<file path="src/rtl/ct_pkg.sv">
package ct_pkg;
  typedef enum logic {OUT_PULSE = 1'b0, OUT_CLOCK = 1'b1} out_mode_e;
  typedef enum logic {SRC_INT = 1'b0, SRC_EXT = 1'b1} src_e;
endpackage

</file>
<file path="src/rtl/ct_clk_src.sv">
module ct_clk_src #(
  parameter int SYNC = 2
) (
  input  logic clk,
  input  logic rst,
  input  logic ext_clk,
  input  logic src_sel,
  output logic step
);
  logic [SYNC-1:0] sync_q;
  logic            prev_q;
  logic            rise_q;

  always_ff @(posedge clk) begin
    if (rst) begin
      sync_q <= '0;
      prev_q <= 1'b0;
      rise_q <= 1'b0;
    end else begin
      sync_q <= {sync_q[SYNC-2:0], ext_clk};
      prev_q <= sync_q[SYNC-1];
      rise_q <= sync_q[SYNC-1] & ~prev_q;
    end
  end

  assign step = (src_sel == ct_pkg::SRC_EXT) ? rise_q : 1'b1;


  ext_edge_single_chk: assert property (@(posedge clk) disable iff (rst)
    rise_q |=> !rise_q);
endmodule

</file>
<file path="src/rtl/ct_prescaler.sv">
module ct_prescaler #(
  parameter int W = 32
) (
  input  logic         clk,
  input  logic         rst,
  input  logic         en,
  input  logic         step,
  input  logic [W-1:0] period,
  output logic         tick
);
  logic [W-1:0] cnt_q;

  always_ff @(posedge clk) begin
    if (rst || !en) begin
      cnt_q <= '0;
      tick  <= 1'b0;
    end else if (step) begin
      if (cnt_q == period) begin
        cnt_q <= '0;
        tick  <= 1'b1;
      end else begin
        cnt_q <= cnt_q + 1'b1;
        tick  <= 1'b0;
      end
    end else begin
      tick <= 1'b0;
    end
  end


  pre_wrap_chk: assert property (@(posedge clk) disable iff (rst)
    tick |-> (cnt_q == '0));

  pre_hold_chk: assert property (@(posedge clk) disable iff (rst)
    !en |=> (cnt_q == '0) && !tick);
endmodule

</file>
<file path="src/rtl/ct_period.sv">
module ct_period #(
  parameter int W    = 32,
  parameter int PW_W = 2
) (
  input  logic            clk,
  input  logic            rst,
  input  logic            en,
  input  logic            run,
  input  logic            clr,
  input  logic            tick,
  input  logic [W-1:0]    period,
  input  logic [PW_W-1:0] pwid,
  input  logic            mode,
  output logic            fire_q,
  output logic            lvl_q
);
  logic [W-1:0]    cnt_q;
  logic [PW_W-1:0] left_q;
  logic            adv;
  logic            fire;

  assign adv  = tick & run;
  assign fire = adv && (cnt_q == period);

  always_ff @(posedge clk) begin
    if (rst || !en || clr) begin
      cnt_q  <= '0;
      left_q <= '0;
      fire_q <= 1'b0;
      lvl_q  <= 1'b0;
    end else begin
      fire_q <= fire;
      if (adv) cnt_q <= fire ? '0 : cnt_q + 1'b1;
      if (ct_pkg::out_mode_e'(mode) == ct_pkg::OUT_CLOCK) begin
        if (fire) lvl_q <= ~lvl_q;
      end else if (fire) begin
        lvl_q  <= 1'b1;
        left_q <= pwid;
      end else if (adv && lvl_q) begin
        if (left_q == '0) lvl_q <= 1'b0;
        else left_q <= left_q - 1'b1;
      end
    end
  end


  wrap_on_fire_chk: assert property (@(posedge clk) disable iff (rst)
    fire_q |-> (cnt_q == '0));

  lvl_rise_chk: assert property (@(posedge clk) disable iff (rst)
    $rose(lvl_q) |-> fire_q);

  stop_hold_chk: assert property (@(posedge clk) disable iff (rst)
    (en && !run && !clr) |=> $stable(cnt_q) && !fire_q);
endmodule

</file>
<file path="src/rtl/chain_timer.sv">
module chain_timer #(
  parameter int W    = 32,
  parameter int PW_W = 2,
  parameter int SYNC = 2
) (
  input  logic            clk,
  input  logic            rst,
  input  logic            ext_clk,
  input  logic            src_sel,
  input  logic            enable,
  input  logic            run,
  input  logic            clr,
  input  logic [W-1:0]    pre_period,
  input  logic [W-1:0]    tmr_period,
  input  logic [PW_W-1:0] pwid,
  input  logic            clk_mode,
  input  logic            invert,
  output logic            irq,
  output logic            dma_evt,
  output logic            tout,
  output logic            tstat
);
  logic step, tick, fire_q, lvl_q, tout_q;

  ct_clk_src #(.SYNC(SYNC)) u_src (
    .clk(clk), .rst(rst), .ext_clk(ext_clk), .src_sel(src_sel), .step(step)
  );

  ct_prescaler #(.W(W)) u_pre (
    .clk(clk), .rst(rst), .en(enable), .step(step),
    .period(pre_period), .tick(tick)
  );

  ct_period #(.W(W), .PW_W(PW_W)) u_per (
    .clk(clk), .rst(rst), .en(enable), .run(run), .clr(clr), .tick(tick),
    .period(tmr_period), .pwid(pwid), .mode(clk_mode),
    .fire_q(fire_q), .lvl_q(lvl_q)
  );

  always_ff @(posedge clk) begin
    if (rst) tout_q <= 1'b0;
    else     tout_q <= enable ? (lvl_q ^ invert) : invert;
  end

  assign irq     = fire_q;
  assign dma_evt = fire_q;
  assign tout    = tout_q;
  assign tstat   = tout_q;


  idle_level_chk: assert property (@(posedge clk) disable iff (rst)
    !enable |=> (tout == $past(invert)) && !irq);
endmodule

</file>
<file path="config.mk">
export PLATFORM = sky130hd
export DESIGN_NAME = chain_timer
export DESIGN_NICKNAME = d
export VERILOG_FILES = /design/src/rtl/ct_pkg.sv /design/src/rtl/ct_clk_src.sv /design/src/rtl/ct_prescaler.sv /design/src/rtl/ct_period.sv /design/src/rtl/chain_timer.sv
export SDC_FILE = /design/constraint.sdc
export NUM_CORES = 1
export LEC_CHECK = 0
export ABC_CLOCK_PERIOD_IN_PS = 3600
export BUFFER_PORTS_ARGS = -buffer_cell sky130_fd_sc_hd__buf_2
export CAP_MARGIN = 25
export CORE_MARGIN = 4
export CORE_UTILIZATION = 30
export CTS_CLUSTER_SIZE = 20
export DETAILED_ROUTE_END_ITERATION = 6
export HOLD_SLACK_MARGIN = 0.02
export PLACE_DENSITY = 0.59
export SKIP_LAST_GASP = 1
export SYNTH_ARGS = -nofsm -noshare
export SYNTH_HDL_FRONTEND = slang
export SYNTH_SLANG_ARGS = --single-unit
</file>
<file path="constraint.sdc">
create_clock -name clk -period 3.6 [get_ports clk]
set_input_delay 0.9 -clock clk [delete_from_list [all_inputs] [get_ports clk]]
set_output_delay 0.9 -clock clk [all_outputs]
set_load 0.005 [all_outputs]
</file>
# ---- Word level (Yosys, flattened, before mapping)
# Cells that the tools add are included.
# Widths: inputs -> output; s select.
dict set report totals {
  register_bits 74
  input_bits 75
  wordCells 48
  out_inout_bits 4
}
dict set report classes {
  n_mux 13
  add_sub_neg 3
  n_bitwise 7
  reduce_logical 11
  eq_ne 4
}
# cell n
set ops {}
lappend ops {{$add 32x1->32 const B} 2}
lappend ops {{$eq 32x32->1} 2}
lappend ops {{$mux 32} 2}
lappend ops {{$mux 1} 8}
lappend ops {{$mux 2} 3}
lappend ops {{$reduce_and 3->1} 2}
lappend ops {{$ne 2x1->1 const B} 2}
lappend ops {{$not 1->1} 4}
lappend ops {{$reduce_bool 2->1} 2}
lappend ops {{$and 1x1->1} 2}
lappend ops {{$logic_and 1x1->1} 2}
lappend ops {{$logic_not 2->1} 1}
lappend ops {{$logic_or 1x1->1} 2}
lappend ops {{$reduce_or 2->1} 1}
lappend ops {{$sub 2x1->2 const B} 1}
lappend ops {{$logic_not 1->1} 1}
lappend ops {{$xor 1x1->1} 1}

# ---- Logic depth before layout (Yosys ltp)
# Gate-level depths: netlist of run 1.
dict set report logic_depth {
  depth_word 5
  mapped_depth 8
  ltp_nobuf 8
}

# ---- Modules after synthesis
# A second synthesis of run 1 with hierarchy kept.
dict set report unflattened {
  cells_unflattened 461
  area_unflattened_um2 4073.9
}
# mod seq_area_each_um2 n_inst area_each_um2 cells_per_inst
set modules_own_cells {}
lappend modules_own_cells {ct_period 720.7 1 2009.4 233}
lappend modules_own_cells {ct_prescaler 660.6 1 1885.6 213}
lappend modules_own_cells {ct_clk_src 80.1 1 117.6 9}
lappend modules_own_cells {chain_timer 20.0 1 61.3 6}

# ---- Least setup slack after synthesis of run 1
# OpenSTA, ideal clock, no wires.
dict set report synth_path {
  path_kind {input port to flip-flop}
  from {input port src_sel}
  to {register u_pre.cnt_q[30]}
  cell_stages 7
  required_ps 3472
  path_slack_ps 1335
  arrival_time_ps 2137
  n_path_buf 1
  setup_ps 128
  path_cell_list {nand2b_1 -> buf_2 -> nand4_2 -> or4b_4 -> nor2_1 -> xnor2_1 -> nor2_1}
}
dict set report synth_between {
  elab_chain_cells 1
}
# item line
set synth_lines {}
lappend synth_lines {{start, declared} chain_timer.sv:9} ;# input logic src_sel,
lappend synth_lines {{$mux 1} ct_clk_src.sv:26} ;# assign step = (src_sel == ct_pkg::SRC_EXT) ? rise_q : 1'b1;
lappend synth_lines {{end signal, assigned} ct_prescaler.sv:22} ;# cnt_q <= cnt_q + 1'b1;
lappend synth_lines {{end, declared} ct_prescaler.sv:11} ;# logic [W-1:0] cnt_q;
# Every way passes these cells.
# A chain may end at the register's enable or synchronous reset.

# ---- Worst setup path after layout of run 1
dict set report layout_path {
  from {input port tmr_period[9]}
  to {register u_per.cnt_q[6]}
}
dict set report layout_between {
  elab_chain_cells 3
}
# item line
set layout_lines {}
lappend layout_lines {{start, declared} chain_timer.sv:14} ;# input logic [W-1:0] tmr_period,
lappend layout_lines {{$eq 32x32->1} ct_period.sv:23} ;# assign fire = adv && (cnt_q == period);
lappend layout_lines {{$logic_and 1x1->1} ct_period.sv:23}
lappend layout_lines {{$mux 32} ct_period.sv:33} ;# if (adv) cnt_q <= fire ? '0 : cnt_q + 1'b1;
lappend layout_lines {{end signal, assigned} ct_period.sv:33}
lappend layout_lines {{end, declared} ct_period.sv:17} ;# logic [W-1:0] cnt_q;
# Every way passes these cells.

==> flow_summary_export.csv, run 1 <==
group,metric,value,unit
route,drt-total-wl,9.554,mm
route,vias,3311,
critical_path,cp.depth,7,
synth,async_reset_ff_frac,0,
die,floorplan.initialDensity,0.3107,
critical_path,cp_max_fo,31,
synth,synth.area.top_cells,"dfxtp_1 37%, xor2_1 14%, xnor2_1 13%, nor2_1 7.6%, nand4_1 3.6%",
final_layout,multi_input_area,2387,um2
final_layout,diodes,0,
placement,portBuffers,78,
global_routing,grt_pass1_vias,3233,
final_layout,utilization,0.3781,
die,std_cell_rows,41,
synth,ys_seq_area_frac,0.3717,
placement,hpwlAfterDp,7.408,mm
final_layout,nFillCells,1327,
route,avgViaCountPerCell,4.650,
global_routing,gr-total-overflow,0,
synth,synth_ff_type,"dfxtp_1",
clocking,clock-sinks,74,
critical_path,cp-end-kind,"flip-flop",
timing,setup_viol,0,
synth,synth_area_per_cell,8.682,um2
clocking,cts_resized,0,
critical_path,critPathMaxStageDelay,0.55,ns
pwr,peakVddDrop,191.2,uV
critical_path,cp.required,3.79,ns
global_routing,grt_use_total,0.1333,
critical_path,cp_slowest_cell,"or2b_2",
final_layout,area_growth,21.70,%
timing,slew_headroom,0.5716,
critical_path,worst_ep_arrival_time,2.92,ns
die,num_io_pins,79,
die,dieWidth,123.3,um
timing,finalWorstSetupSlack,0.8686,ns
pwr,power.density,406.1,nW/um2
synth,syn-num-nets,537,
global_routing,grt_first_pass_wirelength,15.73,mm
critical_path,worstPathCellList,"buf_2 > xor2_1 > nor4_1 > nand4_1 > nor3_4 > or2b_2 > nor2_1",
final_layout,drive_gt1_frac,0.2000,
final_layout,final_nets,614,
clocking,clk_pin_slew,0.06,ns
die,core_area,12820,um2
critical_path,rr_worst_depth,6,
synth,synth_edf_count,0,
critical_path,crit_type,"input port to flip-flop",
final_layout,stdcell_area,4850,um2
critical_path,crit_end,"u_per.cnt_q[6]$_SDFFE_PP0P_",
route,ant_nets,0,
critical_path,r2r_slack,1.15,ns
timing,fin_crit_sh,0.7587,
route,routedWlPerCell,13.42,um
critical_path,reg2reg_to,"u_per.cnt_q[6]$_SDFFE_PP0P_",
clocking,cts-root-buf,"clkbuf_16",
critical_path,crit_path_start_kind,"input port",
critical_path,cp_num_buf_inv,1,
synth,yosysMostFrequentCell,"nor2_1",
timing,rsz0062_at_grt,"no",
die,die_y,123.3,um
clocking,cts_tree,"done",
timing,fmax,366.1,MHz
timing,hold_ws,0.4115,ns
clocking,cts_buffer_depth,2,
placement,place_inst,697,
timing,hold_violations,0,
critical_path,startpoint,"tmr_period[9]",
run_status,status,"completed",
run,maxCapViolCount,0,
timing,worst_slew_pin_slew,0.6377,ns
synth,synth_cell_types,42,
final_layout,final-seq-area,1481,um2
route,drt_iter0_drc,216,
synth,ys_ff_latch,74,
final_layout,finalNonFillerCells,712,
die,dieArea,15190,um2
timing,slew_violations,0,
timing,finClkSkew,0.008144,ns
min_path,hold_class,"flip-flop to flip-flop",
route,drt-pass1-iter-count,4,
synth,synthCells,459,
synth,synthTopCellsByCount,"81 x nor2_1, 74 x dfxtp_1, 64 x xor2_1, 61 x xnor2_1, 33 x nand2_1",
synth,yosysTopAreaCellShare,0.3717,
synth,syn_area,3985,um2
critical_path,crit_family,"simple AND/OR/NAND/NOR gates",
pwr,power,1.969,mW
clocking,hold_buffers,0,
synth,yosys_warnings,0,
clocking,cts_setup_buffers,0,
clocking,cts-buffers-inserted,9,
timing,finalCriticalPeriod,2.731,ns
clocking,clkLatencyLatePin,0.34,ns
route,drc,0,
synth,yosys.area.top_type,"dfxtp_1",
placement,post_dp_cell_area,4508,um2
global_routing,antenna_found_initial,0,
placement,gp_congestion,0.8639,
global_routing,grt_max_degree,33,
placement,place_ws,0.5378,ns
critical_path,r2r-start,"u_per.cnt_q[9]$_SDFFE_PP0P_",
pwr,total_leakage_power,1.791,nW
clocking,cts_htree_levels,3,
timing,setup_tns,0,ns
flip-flops by register name (all words and copies together) (netlist names):
register / count
u_src.rise_q: 1
u_per.lvl_q: 1
u_src.prev_q: 1
u_per.cnt_q: 32
tout: 1
u_src.sync_q: 2
u_per.fire_q: 1
u_per.left_q: 2
u_pre.tick: 1
u_pre.cnt_q: 32
worst min-delay path by stage:
stage                             from                       to  cells after the start
4_1_cts        u_src.prev_q$_SDFF_PP0_  u_src.rise_q$_SDFF_PP0_                      1
2_1_floorplan  u_src.prev_q$_SDFF_PP0_  u_src.rise_q$_SDFF_PP0_                      1
3_5_place_dp   u_src.prev_q$_SDFF_PP0_  u_src.rise_q$_SDFF_PP0_                      1
5_1_grt        u_src.prev_q$_SDFF_PP0_  u_src.rise_q$_SDFF_PP0_                      1
6_report       u_src.prev_q$_SDFF_PP0_  u_src.rise_q$_SDFF_PP0_                      1
3_3_place_gp   u_src.prev_q$_SDFF_PP0_  u_src.rise_q$_SDFF_PP0_                      1
power by group:
| part | internal (mW) | leakage [nW] | switching (mW) |
|---|---|---|---|
| Sequential | 0.822 | 0.597 | 0.00186 |
| Combinational | 0.0564 | 1.03 | 0.0529 |
| Clock | 0.690 | 0.165 | 0.346 |
| Total | 1.57 | 1.79 | 0.400 |
worst register-to-register path: stages (launching register included):
cell	delay, ns
dfxtp_1	0.35
xor2_1	0.19
nor4_1	0.43
nand4_1	0.29
nor3_4	0.38
or2b_2	0.55
nor2_1	0.13
placed cells by master (no fill, tap or decap), drive strengths merged, types with 3 or more instances in the layout:
master  netlist  layout
nor2         81      81
buf          10      79
dfxtp        74      74
xor2         64      64
xnor2        61      61
nand2        33      33
nand4        26      26
nand3        24      24
nor4         11      11
and3         10      10
clkbuf        3      10
nor3          9       9
inv           7       7
nor2b         6       6
and4          6       6
and2          4       4
nand2b        3       3
or2           3       3
a21oi         3       3
ha            3       3
bufinv        0       3
or3           3       3
cell type report:
| cell class | count | area share |
|---|---|---|
| clock inverters | 5 | 0.02116 |
| multi-input cells | 365 | 0.4923 |
| well taps | 172 | 0.04438 |
| inverters | 7 | 0.005418 |
| flip-flops and latches | 74 | 0.3055 |
| clock buffers | 10 | 0.04928 |
| repair buffers | 79 | 0.08204 |
routing by layer:
layer	wire, um	GRT usage	up-vias
met4	161	0.05398	0
met1	4444	0.1768	1541
li1	-	-	1684
met2	4445	0.2083	75
met3	502	0.03202	11
met5	0	0	-
cell families after synthesis:
group	Yosys count	share of synthesized area
simple gates	226	0.2961
mux	1	0.002512
fa+ha+maj	3	0.009420
buf+inv	20	0.02920
flops	74	0.3717
compound gates	10	0.01633
xor+xnor	125	0.2747
(Power assumes the default switching activity.)
==> run 2: changes to the inputs <==
--- a/config.mk
+++ b/config.mk
@@ -5,7 +5,7 @@
 export SDC_FILE = /design/constraint.sdc
 export NUM_CORES = 1
 export LEC_CHECK = 0
-export ABC_CLOCK_PERIOD_IN_PS = 3600
+export ABC_CLOCK_PERIOD_IN_PS = 2500
 export BUFFER_PORTS_ARGS = -buffer_cell sky130_fd_sc_hd__buf_2
 export CAP_MARGIN = 25
 export CORE_MARGIN = 4
@@ -13,7 +13,7 @@
 export CTS_CLUSTER_SIZE = 20
 export DETAILED_ROUTE_END_ITERATION = 6
 export HOLD_SLACK_MARGIN = 0.02
-export PLACE_DENSITY = 0.59
+export PLACE_DENSITY = 0.6
 export SKIP_LAST_GASP = 1
 export SYNTH_ARGS = -nofsm -noshare
 export SYNTH_HDL_FRONTEND = slang
==> constraint.sdc (replaced) <==
create_clock -name clk -period 2.5 [get_ports clk]
set_input_delay 0.625 -clock clk [delete_from_list [all_inputs] [get_ports clk]]
set_output_delay 0.625 -clock clk [all_outputs]
set_load 0.005 [all_outputs]
==> flow_summary_export.csv, run 2 (synthesis gave the netlist of run 1 again) <==
group,metric,value,unit
run,maxCapViolCount,0,
placement,gp_congestion,0.8631,
clocking,cts_htree_levels,3,
clocking,cts_resized,0,
critical_path,cp-end-kind,"flip-flop",
critical_path,worstPathCellList,"xnor2_1 > nand4_1 > or3_4 > nor3_4 > buf_4 > nor2_1 > a311oi_1",
die,floorplan.initialDensity,0.3107,
timing,slew_violations,0,
final_layout,mostFrequentLayoutCells,"81 x nor2_1, 78 x buf_2, 74 x dfxtp_1",
route,drt_iter0_drc,160,
pwr,power,2.601,mW
min_path,min_from,"u_src.prev_q$_SDFF_PP0_",
timing,setup_tns,0,ns
pwr,clkPwrFrac,0.480,
route,drc,0,
pwr,sw_frac_of_total,0.2209,
pwr,peakVddDrop,310.0,uV
final_layout,reg.largest.list,"u_per.cnt_q x32, u_pre.cnt_q x32",
clocking,cts-buffers-inserted,9,
clocking,cts-root-buf,"clkbuf_16",
timing,rsz0062_at_grt,"no",
pwr,combPwrFrac,0.064,
critical_path,rr_worst_depth,7,
timing,setup_viol,0,
timing,fmax,505.1,MHz
critical_path,cp_slowest_cell,"or3_4",
global_routing,antenna_found_initial,0,
critical_path,crit_type,"flip-flop to flip-flop",
pwr,power.internal,2.026,mW
min_path,hold_class,"flip-flop to flip-flop",
timing,finalCriticalPeriod,1.980,ns
die,dieWidth,123.3,um
final_layout,area_growth,21.82,%
global_routing,grt_use_total,0.1343,
clocking,hold_buffers,0,
clocking,cts_setup_buffers,0,
die,core_area,12820,um2
timing,worst_slew_pin_slew,0.4579,ns
critical_path,cp_num_buf_inv,1,
global_routing,grt_max_degree,33,
clocking,clk_pin_slew,0.06,ns
route,ant_nets,0,
die,dieArea,15190,um2
timing,slew_headroom,0.6941,
route,routedWlPerCell,13.41,um
critical_path,cp_max_fo,7,
final_layout,diodes,0,
pwr,power.density,535.8,nW/um2
critical_path,crit_family,"simple AND/OR/NAND/NOR gates",
critical_path,reg2reg_to,"u_per.lvl_q$_SDFFE_PP0P_",
final_layout,layout.cells.most_common,"nor2_1",
timing,finClkSkew,0.008043,ns
min_path,hold-path-cell-count,1,
min_path,holdPathEnd,"u_src.rise_q$_SDFF_PP0_",
die,num_io_pins,79,
timing,fin_crit_sh,0.7919,
clocking,clock-sinks,74,
die,die_y,123.3,um
route,vias,3300,
placement,hpwlAfterDp,7.411,mm
critical_path,r2r_slack,0.52,ns
run_status,status,"completed",
final_layout,final_nets,618,
timing,hold_violations,0,
die,std_cell_rows,41,
critical_path,crit_path_start_kind,"flip-flop",
global_routing,grt_first_pass_wirelength,15.94,mm
clocking,cts_buffer_depth,2,
clocking,clkLatencyLatePin,0.33,ns
global_routing,gr-total-overflow,0,
pwr,seqPwrFrac,0.456,
final_layout,drive_gt1_frac,0.2055,
critical_path,worst_ep_arrival_time,2.22,ns
pwr,switchingPower,0.5746,mW
critical_path,critPathMaxStageDelay,0.43,ns
route,drt-pass1-iter-count,4,
pwr,total_leakage_power,1.800,nW
critical_path,cp.required,2.74,ns
clocking,cts_tree,"done",
critical_path,r2r-start,"u_per.cnt_q[5]$_SDFFE_PP0P_",
route,avgViaCountPerCell,4.603,
global_routing,grt_pass1_vias,3315,
placement,portBuffers,78,
route,drt-total-wl,9.618,mm
==> run 2: cell count changes in the layout (fill, tap and decap cells not counted) <==
cell	change
bufinv_16	-3
buf_4	+2
buf_12	+2
clkbuf_1	+1
clkbuf_8	+2
inv_6	+1
==> run 2: worst reg2reg max path, cell delays in order (launching register included) <==
cell      delay, ns
dfxtp_1        0.36
xnor2_1        0.30
nand4_1        0.18
or3_4          0.43
nor3_4         0.17
buf_4          0.18
nor2_1         0.06
a311oi_1       0.22
==> run 2: cell type report <==
class / instances / area (um2)
timing repair buffer: 83 / 452.9
multi-input combinational: 365 / 2387
clock buffer: 13 / 270.3
clock inverter: 3 / 21.27
fill: 1361 / 7970
tap: 172 / 215.2
inverter: 7 / 26.28
sequential: 74 / 1481
==> run 2: metrics by stage <==
stage / std cells / hold slack (ns) / area (um2) / setup slack, ns / util
after global routing: 717 / 0.3977 / 4855 / 0.3175 / 0.3785
after floorplan: 459 / 0.3674 / 3985 / 0.5099 / -
after detailed placement: 701 / 0.3726 / 4563 / 0.1303 / 0.3558
after global placement: 701 / 0.3740 / 4563 / 0.1686 / 0.3558
final: 717 / 0.3805 / 4855 / 0.5204 / 0.3785
after CTS: 717 / 0.3814 / 4855 / 0.4619 / 0.3785
==> run 2: worst max path at each step <==
| stage | start | slack [ns] | cells past startpoint | to |
|---|---|---|---|---|
| after floorplan | src_sel | 0.51 | 7 | u_pre.cnt_q[30]$_SDFFE_PP0N_ |
| after global placement | tmr_period[5] | 0.17 | 8 | u_per.cnt_q[0]$_SDFFE_PP0P_ |
| after detailed placement | tmr_period[5] | 0.13 | 8 | u_per.cnt_q[0]$_SDFFE_PP0P_ |
| after CTS | u_per.cnt_q[5]$_SDFFE_PP0P_ | 0.46 | 7 | u_per.lvl_q$_SDFFE_PP0P_ |
| after global routing | u_per.cnt_q[3]$_SDFFE_PP0P_ | 0.32 | 6 | u_per.cnt_q[19]$_SDFFE_PP0P_ |
| final | u_per.cnt_q[5]$_SDFFE_PP0P_ | 0.52 | 7 | u_per.lvl_q$_SDFFE_PP0P_ |
==> run 2: per-layer routing <==
| layer | track usage | part of all wire |
|---|---|---|
| met4 | 0.05744 | 0.015 |
| met3 | 0.03065 | 0.047 |
| met5 | 0 | 0 |
| met1 | 0.1802 | 0.49 |
| met2 | 0.2069 | 0.45 |
==> run 2: power by group through the flow <==
stage               combinational, mW  sequential [mW]  clock, mW
finish                          0.165             1.19       1.25
global route                    0.182             1.19       1.35
CTS                             0.168             1.19       1.29
detailed placement              0.167             1.21          0
global placement                0.164             1.21          0
floorplan                      0.0735             1.21          0
